`config.mk`:
```
export PLATFORM = sky130hd
export DESIGN_NAME = mm_thread_spawner
export DESIGN_NICKNAME = d
export VERILOG_FILES = /design/src/rtl/mts_pkg.sv /design/src/rtl/mts_sub_gen.sv /design/src/rtl/mts_ret_route.sv /design/src/rtl/mts_upd_merge.sv /design/src/rtl/mm_thread_spawner.sv
export SDC_FILE = /design/constraint.sdc
export NUM_CORES = 1
export LEC_CHECK = 0
export ABC_AREA = 1
export CORE_MARGIN = 2
export CORE_UTILIZATION = 32
export CTS_CLUSTER_SIZE = 14
export DETAILED_ROUTE_END_ITERATION = 8
export PLACE_DENSITY = 0.85
export SETUP_SLACK_MARGIN = 0.15
export SLEW_MARGIN = 30
export SYNTH_ARGS = -nofsm -noshare
export SYNTH_HDL_FRONTEND = slang
export SYNTH_SLANG_ARGS = --single-unit
```
`constraint.sdc`:
```
create_clock -name clk -period 6.1 [get_ports clk]
set_clock_uncertainty 0.1 [all_clocks]
set_input_delay 0.61 -clock clk [delete_from_list [all_inputs] [get_ports clk]]
set_output_delay 0.61 -clock clk [all_outputs]
set_load 0.01 [all_outputs]
```
`src/rtl/mts_pkg.sv`:
```
package mts_pkg;

    typedef enum logic [1:0] {
        RK_STEP  = 2'b00,
        RK_EMPTY = 2'b01,
        RK_HIT   = 2'b10,
        RK_VOID  = 2'b11
    } ret_kind_e;

    typedef enum logic [1:0] {
        SP_IDLE,
        SP_ALT0,
        SP_ALT1,
        SP_ALT2
    } sp_state_e;

    // n-th smallest base code that differs from orig (n = 0..2)
    function automatic logic [1:0] alt_base(input logic [1:0] orig, input logic [1:0] slot);
        return (slot < orig) ? slot : slot + 2'd1;
    endfunction

endpackage

```
`src/rtl/mts_sub_gen.sv`:
```
module mts_sub_gen
    import mts_pkg::*;
#(
    parameter int READ_LEN = 8,
    parameter int ID_W     = 6,
    parameter int PTR_W    = 12,
    parameter int CNT_W    = 4
) (
    input  logic                  clk,
    input  logic                  rst_n,
    input  logic                  in_valid,
    output logic                  in_ready,
    input  logic [ID_W-1:0]       in_id,
    input  logic [2*READ_LEN-1:0] in_read,
    input  logic [CNT_W-1:0]      in_iter,
    input  logic [PTR_W-1:0]      in_top,
    input  logic [PTR_W-1:0]      in_bot,
    output logic                  out_valid,
    input  logic                  out_ready,
    output logic [ID_W-1:0]       out_id,
    output logic [2*READ_LEN-1:0] out_read,
    output logic [CNT_W-1:0]      out_iter,
    output logic [PTR_W-1:0]      out_top,
    output logic [PTR_W-1:0]      out_bot
);

    sp_state_e             state, nxt;
    logic [ID_W-1:0]       h_id;
    logic [2*READ_LEN-1:0] h_read;
    logic [CNT_W-1:0]      h_iter;
    logic [PTR_W-1:0]      h_top;
    logic [PTR_W-1:0]      h_bot;
    logic [CNT_W-1:0]      pos;
    logic [1:0]            orig;
    logic [1:0]            slot;

    // state register
    always_ff @(posedge clk) begin
        if (!rst_n) state <= SP_IDLE;
        else        state <= nxt;
    end

    // captured failing read
    always_ff @(posedge clk) begin
        if (!rst_n) begin
            h_id   <= '0;
            h_read <= '0;
            h_iter <= '0;
            h_top  <= '0;
            h_bot  <= '0;
        end else if (in_valid && in_ready) begin
            h_id   <= in_id;
            h_read <= in_read;
            h_iter <= in_iter;
            h_top  <= in_top;
            h_bot  <= in_bot;
        end
    end

    // next state and outputs
    always_comb begin
        nxt       = state;
        in_ready  = 1'b0;
        out_valid = 1'b0;
        slot      = 2'd0;
        unique case (state)
            SP_IDLE: begin
                in_ready = 1'b1;
                if (in_valid) nxt = SP_ALT0;
            end
            SP_ALT0: begin
                out_valid = 1'b1;
                slot      = 2'd0;
                if (out_ready) nxt = SP_ALT1;
            end
            SP_ALT1: begin
                out_valid = 1'b1;
                slot      = 2'd1;
                if (out_ready) nxt = SP_ALT2;
            end
            SP_ALT2: begin
                out_valid = 1'b1;
                slot      = 2'd2;
                if (out_ready) nxt = SP_IDLE;
            end
        endcase
    end

    // substituted copy
    always_comb begin
        pos  = h_iter - 1'b1;
        orig = 2'b00;
        for (int i = 0; i < READ_LEN; i++) begin
            if (pos == CNT_W'(i)) orig = h_read[2*i +: 2];
        end
        out_read = h_read;
        for (int i = 0; i < READ_LEN; i++) begin
            if (pos == CNT_W'(i)) out_read[2*i +: 2] = alt_base(orig, slot);
        end
        out_id   = h_id;
        out_iter = pos;
        out_top  = h_top;
        out_bot  = h_bot;
    end

endmodule

```
`src/rtl/mts_ret_route.sv`:
```
module mts_ret_route
    import mts_pkg::*;
(
    input  logic       rt_valid,
    input  logic [1:0] rt_kind,
    input  logic       rt_fresh,
    output logic       rt_ready,
    output logic       step_valid,
    input  logic       step_ready,
    output logic       fw_valid,
    input  logic       fw_ready,
    output logic       hit_valid,
    input  logic       hit_ready
);

    always_comb begin
        step_valid = 1'b0;
        fw_valid   = 1'b0;
        hit_valid  = 1'b0;
        rt_ready   = 1'b1;
        unique case (ret_kind_e'(rt_kind))
            RK_STEP: begin
                step_valid = rt_valid;
                rt_ready   = step_ready;
            end
            RK_EMPTY: begin
                if (!rt_fresh) begin
                    fw_valid = rt_valid;
                    rt_ready = fw_ready;
                end
            end
            RK_HIT: begin
                hit_valid = rt_valid;
                rt_ready  = hit_ready;
            end
            RK_VOID: rt_ready = 1'b1;
        endcase
    end

endmodule

```
`src/rtl/mts_upd_merge.sv`:
```
module mts_upd_merge #(
    parameter int REC_W = 50
) (
    input  logic             step_valid,
    output logic             step_ready,
    input  logic [REC_W-1:0] step_rec,
    input  logic             sp_valid,
    output logic             sp_ready,
    input  logic [REC_W-1:0] sp_rec,
    output logic             up_valid,
    input  logic             up_ready,
    output logic [REC_W-1:0] up_rec,
    output logic             up_fresh
);

    always_comb begin
        step_ready = up_ready;
        sp_ready   = up_ready && !step_valid;
        up_valid   = step_valid || sp_valid;
        up_rec     = step_valid ? step_rec : sp_rec;
        up_fresh   = !step_valid && sp_valid;
    end

endmodule

```
`src/rtl/mm_thread_spawner.sv`:
```
module mm_thread_spawner #(
    parameter int READ_LEN = 8,
    parameter int ID_W     = 6,
    parameter int PTR_W    = 12,
    parameter int CNT_W    = $clog2(READ_LEN + 1),
    parameter int STAGE    = 1,
    parameter int MM_W     = 2
) (
    input  logic                  clk,
    input  logic                  rst_n,
    input  logic                  fl_valid,
    output logic                  fl_ready,
    input  logic [ID_W-1:0]       fl_id,
    input  logic [2*READ_LEN-1:0] fl_read,
    input  logic [CNT_W-1:0]      fl_iter,
    input  logic [PTR_W-1:0]      fl_top,
    input  logic [PTR_W-1:0]      fl_bot,
    input  logic                  rt_valid,
    output logic                  rt_ready,
    input  logic [1:0]            rt_kind,
    input  logic                  rt_fresh,
    input  logic [ID_W-1:0]       rt_id,
    input  logic [2*READ_LEN-1:0] rt_read,
    input  logic [CNT_W-1:0]      rt_iter,
    input  logic [PTR_W-1:0]      rt_top,
    input  logic [PTR_W-1:0]      rt_bot,
    output logic                  up_valid,
    input  logic                  up_ready,
    output logic [ID_W-1:0]       up_id,
    output logic [2*READ_LEN-1:0] up_read,
    output logic [CNT_W-1:0]      up_iter,
    output logic [PTR_W-1:0]      up_top,
    output logic [PTR_W-1:0]      up_bot,
    output logic                  up_fresh,
    output logic                  fw_valid,
    input  logic                  fw_ready,
    output logic [ID_W-1:0]       fw_id,
    output logic [2*READ_LEN-1:0] fw_read,
    output logic [CNT_W-1:0]      fw_iter,
    output logic [PTR_W-1:0]      fw_top,
    output logic [PTR_W-1:0]      fw_bot,
    output logic                  hit_valid,
    input  logic                  hit_ready,
    output logic [ID_W-1:0]       hit_id,
    output logic [PTR_W-1:0]      hit_top,
    output logic [PTR_W-1:0]      hit_bot,
    output logic [MM_W-1:0]       hit_mm
);

    localparam int REC_W = ID_W + 2*READ_LEN + CNT_W + 2*PTR_W;

    logic                  sp_valid, sp_ready;
    logic [ID_W-1:0]       sp_id;
    logic [2*READ_LEN-1:0] sp_read;
    logic [CNT_W-1:0]      sp_iter;
    logic [PTR_W-1:0]      sp_top, sp_bot;
    logic                  step_valid, step_ready;
    logic [REC_W-1:0]      step_rec, sp_rec, up_rec;

    mts_sub_gen #(
        .READ_LEN(READ_LEN), .ID_W(ID_W), .PTR_W(PTR_W), .CNT_W(CNT_W)
    ) gen_i (
        .clk(clk), .rst_n(rst_n),
        .in_valid(fl_valid), .in_ready(fl_ready),
        .in_id(fl_id), .in_read(fl_read), .in_iter(fl_iter),
        .in_top(fl_top), .in_bot(fl_bot),
        .out_valid(sp_valid), .out_ready(sp_ready),
        .out_id(sp_id), .out_read(sp_read), .out_iter(sp_iter),
        .out_top(sp_top), .out_bot(sp_bot)
    );

    mts_ret_route route_i (
        .rt_valid(rt_valid), .rt_kind(rt_kind), .rt_fresh(rt_fresh),
        .rt_ready(rt_ready),
        .step_valid(step_valid), .step_ready(step_ready),
        .fw_valid(fw_valid), .fw_ready(fw_ready),
        .hit_valid(hit_valid), .hit_ready(hit_ready)
    );

    assign step_rec = {rt_id, rt_read, rt_iter, rt_top, rt_bot};
    assign sp_rec   = {sp_id, sp_read, sp_iter, sp_top, sp_bot};

    mts_upd_merge #(.REC_W(REC_W)) merge_i (
        .step_valid(step_valid), .step_ready(step_ready), .step_rec(step_rec),
        .sp_valid(sp_valid), .sp_ready(sp_ready), .sp_rec(sp_rec),
        .up_valid(up_valid), .up_ready(up_ready), .up_rec(up_rec),
        .up_fresh(up_fresh)
    );

    assign {up_id, up_read, up_iter, up_top, up_bot} = up_rec;

    assign fw_id   = rt_id;
    assign fw_read = rt_read;
    assign fw_iter = rt_iter;
    assign fw_top  = rt_top;
    assign fw_bot  = rt_bot;

    assign hit_id  = rt_id;
    assign hit_top = rt_top;
    assign hit_bot = rt_bot;
    assign hit_mm  = MM_W'(STAGE);

endmodule

```
==> qor.yml, run 1 <==
worst_setup_path:
  crit_buf_inv: 2
  slowest_stage: "xor2_1"
  startpoint_type: "flip-flop"
  crit_type: "flip-flop to primary output"
  cp_top_family: "XOR/XNOR gates"
  cp_max_fo: 9
  crit_arrival_ns: 4.45
  crit_top_cell: "o21ai_0"
  max_stage_delay_ns: 0.59
  cp_cell_sequence: "inv_1, ha_1, xnor2_2, nand2_1, nor2_1, nand3_1, o211ai_1, nand3_1, o2111ai_1, nand3_1, o21ai_0, o21ai_0, ha_1, o21ai_0, xor2_1, nand2_1, o21ai_0, o21ai_0, clkdlybuf4s50_1"
  worstSetupEndpointType: "primary output"
  crit_required_ns: 5.39
clocking:
  clock_path_buffers: 2
  clkLatencyLatePin_ns: 0.28
  post_cts_buffers: 0
  ctsHoldBuffers: 0
  cts-resized-gates: 0
  clkTransAtPathRegs_ns: 0.07
  numCtsBuffers: 5
  cts_tree: "done"
  cts-htree-levels: 2
  cts-root-buf: "clkbuf_16"
  clock-sinks: 52
pwr:
  pwr-share-comb: 0.569
  p_switching_w: 0.0007311
  intPower_w: 0.001069
  peakVddDrop_mv: 0.1454
  leakage_nw: 2.440
  p_per_area_mw_per_mm2: 311.2
  clockPowerShare: 0.161
  pwr-share-seq: 0.270
  swShare: 0.4061
grt:
  grt_pass1_wl_um: 17950
  grt_max_degree: 64
  antenna_found_initial: 2
  globalRouteTotalUtil: 0.1758
  grt_pass1_vias: 3727
  gr-total-overflow: 0
routing:
  drt-total-wl_um: 11260
  wl_per_cell_um: 12.86
  drc_errors: 0
  ant_nets: 0
  dr.pass1.iters: 4
  via_count: 3946
  dr.first_iter.drc_count: 176
  via_per_inst: 4.510
timing:
  clock.fmax_mhz: 194.0
  finalCritPeriodShare: 0.8451
  period_minus_slack_ns: 5.155
  hold_violations: 0
  rsz0062_at_grt: "false"
  hold_slack_ns: 0.3754
  worst_slew_pin_slew_ns: 0.8283
  setup-violations-final: 0
  slew_headroom: 0.4478
  drv_slew: 0
  finalSetupTns_ns: 0
synth:
  syn_area_mm2: 0.003675
  synth-seq-cells: 52
  avgSynthCellArea_um2: 6.314
  ys_types: 27
  synth_nets: 702
  synth.yosys.seq_area_share: 0.2833
  postSynthCellCount: 582
  ys_warn_count: 0
floorplanning:
  pin_count: 248
  initial_utilization: 0.3246
  core-area_mm2: 0.01132
  die_w_um: 111.2
  std_cell_rows: 39
  fp.dieH_um: 111.2
  die-area_mm2: 0.01236
place:
  place_inst: 866
  placed_cell_area_mm2: 0.005630
  dpl.hpwl_um: 8659
  port_buffers: 245
  gp_congestion: 0.8935
worst_hold_path:
  holdCritPathClass: "flip-flop to flip-flop"
outcome:
  outcome: "completed"
final_layout:
  final_cell_mix: "244 x clkdlybuf4s50_1, 160 x nand2_1, 82 x nor2_1"
  fin_cells: 875
  final_area_mm2: 0.005786
  syn2layout_area_growth_pct: 57.44
  fillers: 1101
  fin_nets: 850
  layout_commonest_cell: "clkdlybuf4s50_1"
  drive_above_1_share: 0.03830
run:
  cap_viol_max_count: 0
==> power groups by stage <==
stage,combinational [W],clock [W],sequential [W]
6_report,0.00102,0.000290,0.000486
2_1_floorplan,0.000602,0,0.000479
3_3_place_gp,0.00101,0,0.000491
3_5_place_dp,0.00103,0,0.000495
4_1_cts,0.00103,0.000303,0.000487
5_1_grt,0.00114,0.000315,0.000499
==> worst paths after layout <==
| kind | from | endpoint | slack [ns] | depth (start not counted) |
|---|---|---|---|---|
| hold / removal | gen_i.h_read[5] | gen_i.h_read[5] | 0.38 | 2 |
| setup / recovery | gen_i.h_iter[0] | up_read[15] | 0.94 | 19 |
| hold reg to reg | gen_i.h_read[5] | gen_i.h_read[5] | 0.38 | 2 |
| setup reg to reg | gen_i.state[1] | gen_i.out_id[5] | 3.74 | 7 |
==> cells in the mapped netlist <==
cell type / n / area share
a21oi_1: 16 / 0.022
a31oi_1: 1 / 0.0017
buf_4: 82 / 0.17
clkbuf_1: 26 / 0.027
conb_1: 2 / 0.0020
dfxtp_1: 52 / 0.28
ha_1: 10 / 0.034
inv_1: 33 / 0.034
inv_2: 3 / 0.0031
nand2_1: 161 / 0.16
nand2_2: 3 / 0.0051
nand2_4: 2 / 0.0061
nand3_1: 7 / 0.0095
nand3_2: 2 / 0.0054
nand4_1: 4 / 0.0068
nor2_1: 82 / 0.084
nor2_4: 2 / 0.0061
nor3_1: 1 / 0.0014
nor4_1: 1 / 0.0017
o2111ai_1: 1 / 0.0024
o211ai_1: 1 / 0.0020
o21a_1: 6 / 0.012
o21ai_0: 78 / 0.11
o21ai_1: 3 / 0.0041
o31ai_1: 1 / 0.0020
xnor2_2: 1 / 0.0044
xor2_1: 1 / 0.0024
==> metrics by stage <==
stage | total power [W] | util | worst slack, ns
finish | 0.001800 | 0.5111 | 0.9448
floorplan | 0.001081 | - | 2.318
detailed placement | 0.001524 | 0.4973 | 1.273
global placement | 0.001503 | 0.4969 | 1.433
CTS | 0.001824 | 0.5108 | 0.9399
global route | 0.001950 | 0.5108 | 0.4421
==> area by class of cell <==
cell class              instances  area [um2]  share of cell area
inverters                      36       135.1             0.02336
clock buffers                   5       125.1             0.02163
well taps                     143       178.9             0.03093
multi-input cells             386        1798              0.3108
flip-flops and latches         52        1041              0.1799
diodes                          1       2.502           0.0004325
repair buffers                249        2477              0.4282
clock inverters                 3       27.53            0.004758
==> worst min-delay path, cell delays in order (launching register included) <==
cell and delay [ns]:
dfxtp_1 0.31, inv_1 0.06, a21oi_1 0.05
==> registers in the layout, indices dropped and copies added (netlist names) <==
signal / count
gen_i.h_read: 16
gen_i.out_top: 12
gen_i.out_bot: 12
gen_i.h_iter: 4
gen_i.out_id: 6
gen_i.state: 2
==> cells by family (layout without fill, tap and decap cells) <==
kind of cell | Yosys count | after routing | share of synthesized area
flops | 52 | 52 | 0.2833
xor+xnor | 2 | 2 | 0.006811
compound gates | 107 | 107 | 0.1525
fa+ha+maj | 10 | 10 | 0.03405
other cells | 2 | 3 | 0.002044
simple gates | 265 | 265 | 0.2904
buf+inv | 144 | 293 | 0.2308
==> layer usage <==
| layer | vias to the layer above | part of all wire | global-route usage |
|---|---|---|---|
| met1 | 1720 | 0.41 | 0.2017 |
| met5 | - | 0.0012 | 0 |
| li1 | 2049 | - | - |
| met3 | 6 | 0.076 | 0.04757 |
| met2 | 169 | 0.51 | 0.3260 |
| met4 | 2 | 0.0059 | 0.03621 |
Power figures use the tool's default switching activity.
==> run 2: changes to the inputs <==
Settings changed: PLACE_DENSITY 0.85 to 0.88.
Clock period 6.1 ns to 4.3 ns, I/O delays scaled along.
==> run 2 against run 1 <==
- clock-buffer cell count grew 1
- worst setup slack got worse by 0.63 ns
- critical path depth is 2 higher
- first-iteration DRC count rose by 1.1%
- register-to-register slack lost 1.5 ns
- total power grew 49%
- via count grew 3.6%
- critical endpoint is now up_read[1]
- largest power group unchanged
==> qor.yml, run 2 (same netlist as run 1, synthesis figures left out) <==
worst_setup_path:
  slowest_stage: "dfxtp_2"
  crit_buf_inv: 7  # +5
  crit_arrival_ns: 3.45  # -1.00 ns
  max_stage_delay_ns: 0.36  # -0.23 ns
  cp_top_family: "buffers and inverters"
  crit_required_ns: 3.77  # -1.62 ns
  crit_top_cell: "o21ai_0"
  startpoint_type: "flip-flop"
  cp_cell_sequence: "inv_1, ha_2, xnor2_4, buf_4, inv_2, nand2_4, inv_2, nand2_2, o2111ai_1, nand3_1, o21ai_0, o21ai_1, ha_1, o21ai_2, buf_4, xor2_4, buf_6, nand2_1, o21ai_0, o21ai_0, clkdlybuf4s15_1"
  crit_type: "flip-flop to primary output"
  worstSetupEndpointType: "primary output"
  cp_max_fo: 7  # -2
place:
  placed_cell_area_mm2: 0.005668  # +0.67%
  port_buffers: 245  # unchanged
  dpl.hpwl_um: 8884  # +2.6%
  gp_congestion: 0.8880  # -0.62%
  dp_slack_ns: -0.1247  # -1.398 ns
clocking:
  clkLatencyLatePin_ns: 0.30  # +0.02 ns
  ctsHoldBuffers: 0  # unchanged
  numCtsBuffers: 5  # unchanged
  clock-sinks: 52  # unchanged
  cts_tree: "done"
  cts-root-buf: "clkbuf_16"
  clkTransAtPathRegs_ns: 0.08  # about the same
  clock_path_buffers: 2  # unchanged
  cts-htree-levels: 2  # unchanged
timing:
  period_minus_slack_ns: 3.984
  hold_violations: 0  # unchanged
  rsz0062_at_grt: "true"
  setup_slack_ns: 0.3161  # -0.6287 ns
  worst_slew_pin_slew_ns: 0.7446  # -0.08370 ns
  finalSetupTns_ns: 0  # unchanged
  setup-violations-final: 0  # unchanged
  slew_headroom: 0.5020  # +0.05424
  drv_slew: 0  # unchanged
  clock.fmax_mhz: 251.0
  finalCritPeriodShare: 0.9265
routing:
  via_count: 4090  # +3.6%
  dr.pass1.iters: 4  # unchanged
  drt-total-wl_um: 11800  # +4.8%
  wl_per_cell_um: 13.32  # +3.5%
  drc_errors: 0  # unchanged
  dr.first_iter.drc_count: 178  # +1.1%
  ant_nets: 0  # unchanged
  via_per_inst: 4.616  # +2.4%
final_layout:
  diodes: 0  # -1
  drive_above_1_share: 0.06999  # +0.03168
  fillers: 1107  # +0.54%
  layout_commonest_cell: "clkdlybuf4s50_1"
  largest_reg_flops: 16  # unchanged
  final_area_mm2: 0.005922  # +2.4%
  syn2layout_area_growth_pct: 61.15
  fin_nets: 862  # +1.4%
  regMostFlops: "gen_i.h_read"
  final_cell_mix: "229 x clkdlybuf4s50_1, 160 x nand2_1, 81 x nor2_1"
floorplanning:
  fp.dieH_um: 111.2  # unchanged
  die-area_mm2: 0.01236  # unchanged
  initial_utilization: 0.3246  # unchanged
  die_w_um: 111.2  # unchanged
  pin_count: 248  # unchanged
  core-area_mm2: 0.01132  # unchanged
  std_cell_rows: 39  # unchanged
pwr:
  leakage_nw: 2.623  # +7.5%
  peakVddDrop_mv: 0.2479  # +70%
  p_per_area_mw_per_mm2: 454.0  # +46%
grt:
  grt_pass1_wl_um: 18780  # +4.7%
  antenna_found_initial: 1  # -1
  globalRouteTotalUtil: 0.1849  # +0.009026
  grt_max_degree: 66  # +3.1%
  gr-total-overflow: 0  # unchanged
  grt_pass1_vias: 3913  # +5.0%
outcome:
  outcome: "completed"
worst_hold_path:
  holdCritPathClass: "flip-flop to flip-flop"
run:
  cap_viol_max_count: 0  # unchanged
run 2: worst register-to-register path, delay by kind of cell, from the launching register on:
family / cells / cell delay, ns
adder cells (fa/ha/maj): 1 / 0.27
buffers and inverters: 3 / 0.44
flip-flops: 1 / 0.38
AND/OR/NAND/NOR: 3 / 0.74
run 2: worst paths after layout:
path / depth (start not counted) / to / startpoint / slack (ns)
worst min register to register: 2 / gen_i.h_read[15] / gen_i.h_read[15] / 0.37
worst min-delay path: 2 / gen_i.h_read[15] / gen_i.h_read[15] / 0.37
worst max-delay path: 21 / up_read[1] / gen_i.h_iter[1] / 0.32
worst max register to register: 7 / gen_i.out_top[8] / gen_i.state[0] / 2.26
run 2: layout make-up:
class                           count  area, um2  share of cell area
Clock buffer                        6      138.9             0.02345
Clock inverter                      2      13.76            0.002324
Inverter                           36      135.1             0.02282
Multi-Input combinational cell    386       1847              0.3119
Sequential cell                    52       1042              0.1760
Tap cell                          143      178.9             0.03021
Timing Repair Buffer              261       2566              0.4333
run 2: through the flow:
stage | power (W) | std cells | util | hold WS, ns
detailed placement | 0.002190 | 871 | 0.5007 | 0.3612
finish | 0.002689 | 886 | 0.5231 | 0.3743
CTS | 0.002667 | 885 | 0.5195 | 0.3719
floorplan | 0.001533 | 582 | - | 0.3359
global route | 0.002905 | 886 | 0.5231 | 0.3970
global placement | 0.002158 | 871 | 0.5007 | 0.3549
run 2: per-layer routing:
| layer | track usage | vias up | share of wire |
|---|---|---|---|
| met2 | 0.3362 | 160 | 0.51 |
| met3 | 0.04811 | 17 | 0.073 |
| met5 | 0 | - | 0 |
| met1 | 0.2087 | 1845 | 0.40 |
| li1 | - | 2068 | - |
| met4 | 0.06255 | 0 | 0.019 |
run 2: what timing repair did:
action | 4_1_cts | 5_1_grt
gates cloned | 0 | 0
pin swaps | 3 | 1
setup buffers | 6 | 1
gates resized for setup | 13 | 31
setup endpoints to repair | 16 | 16
run 2: where the power goes:
part / switching, W / leakage, nW / internal (W)
clock: 0.000187 / 0.0772 / 0.000233
combinational: 0.000832 / 2.11 / 0.000745
sequential: 0.0000765 / 0.431 / 0.000614
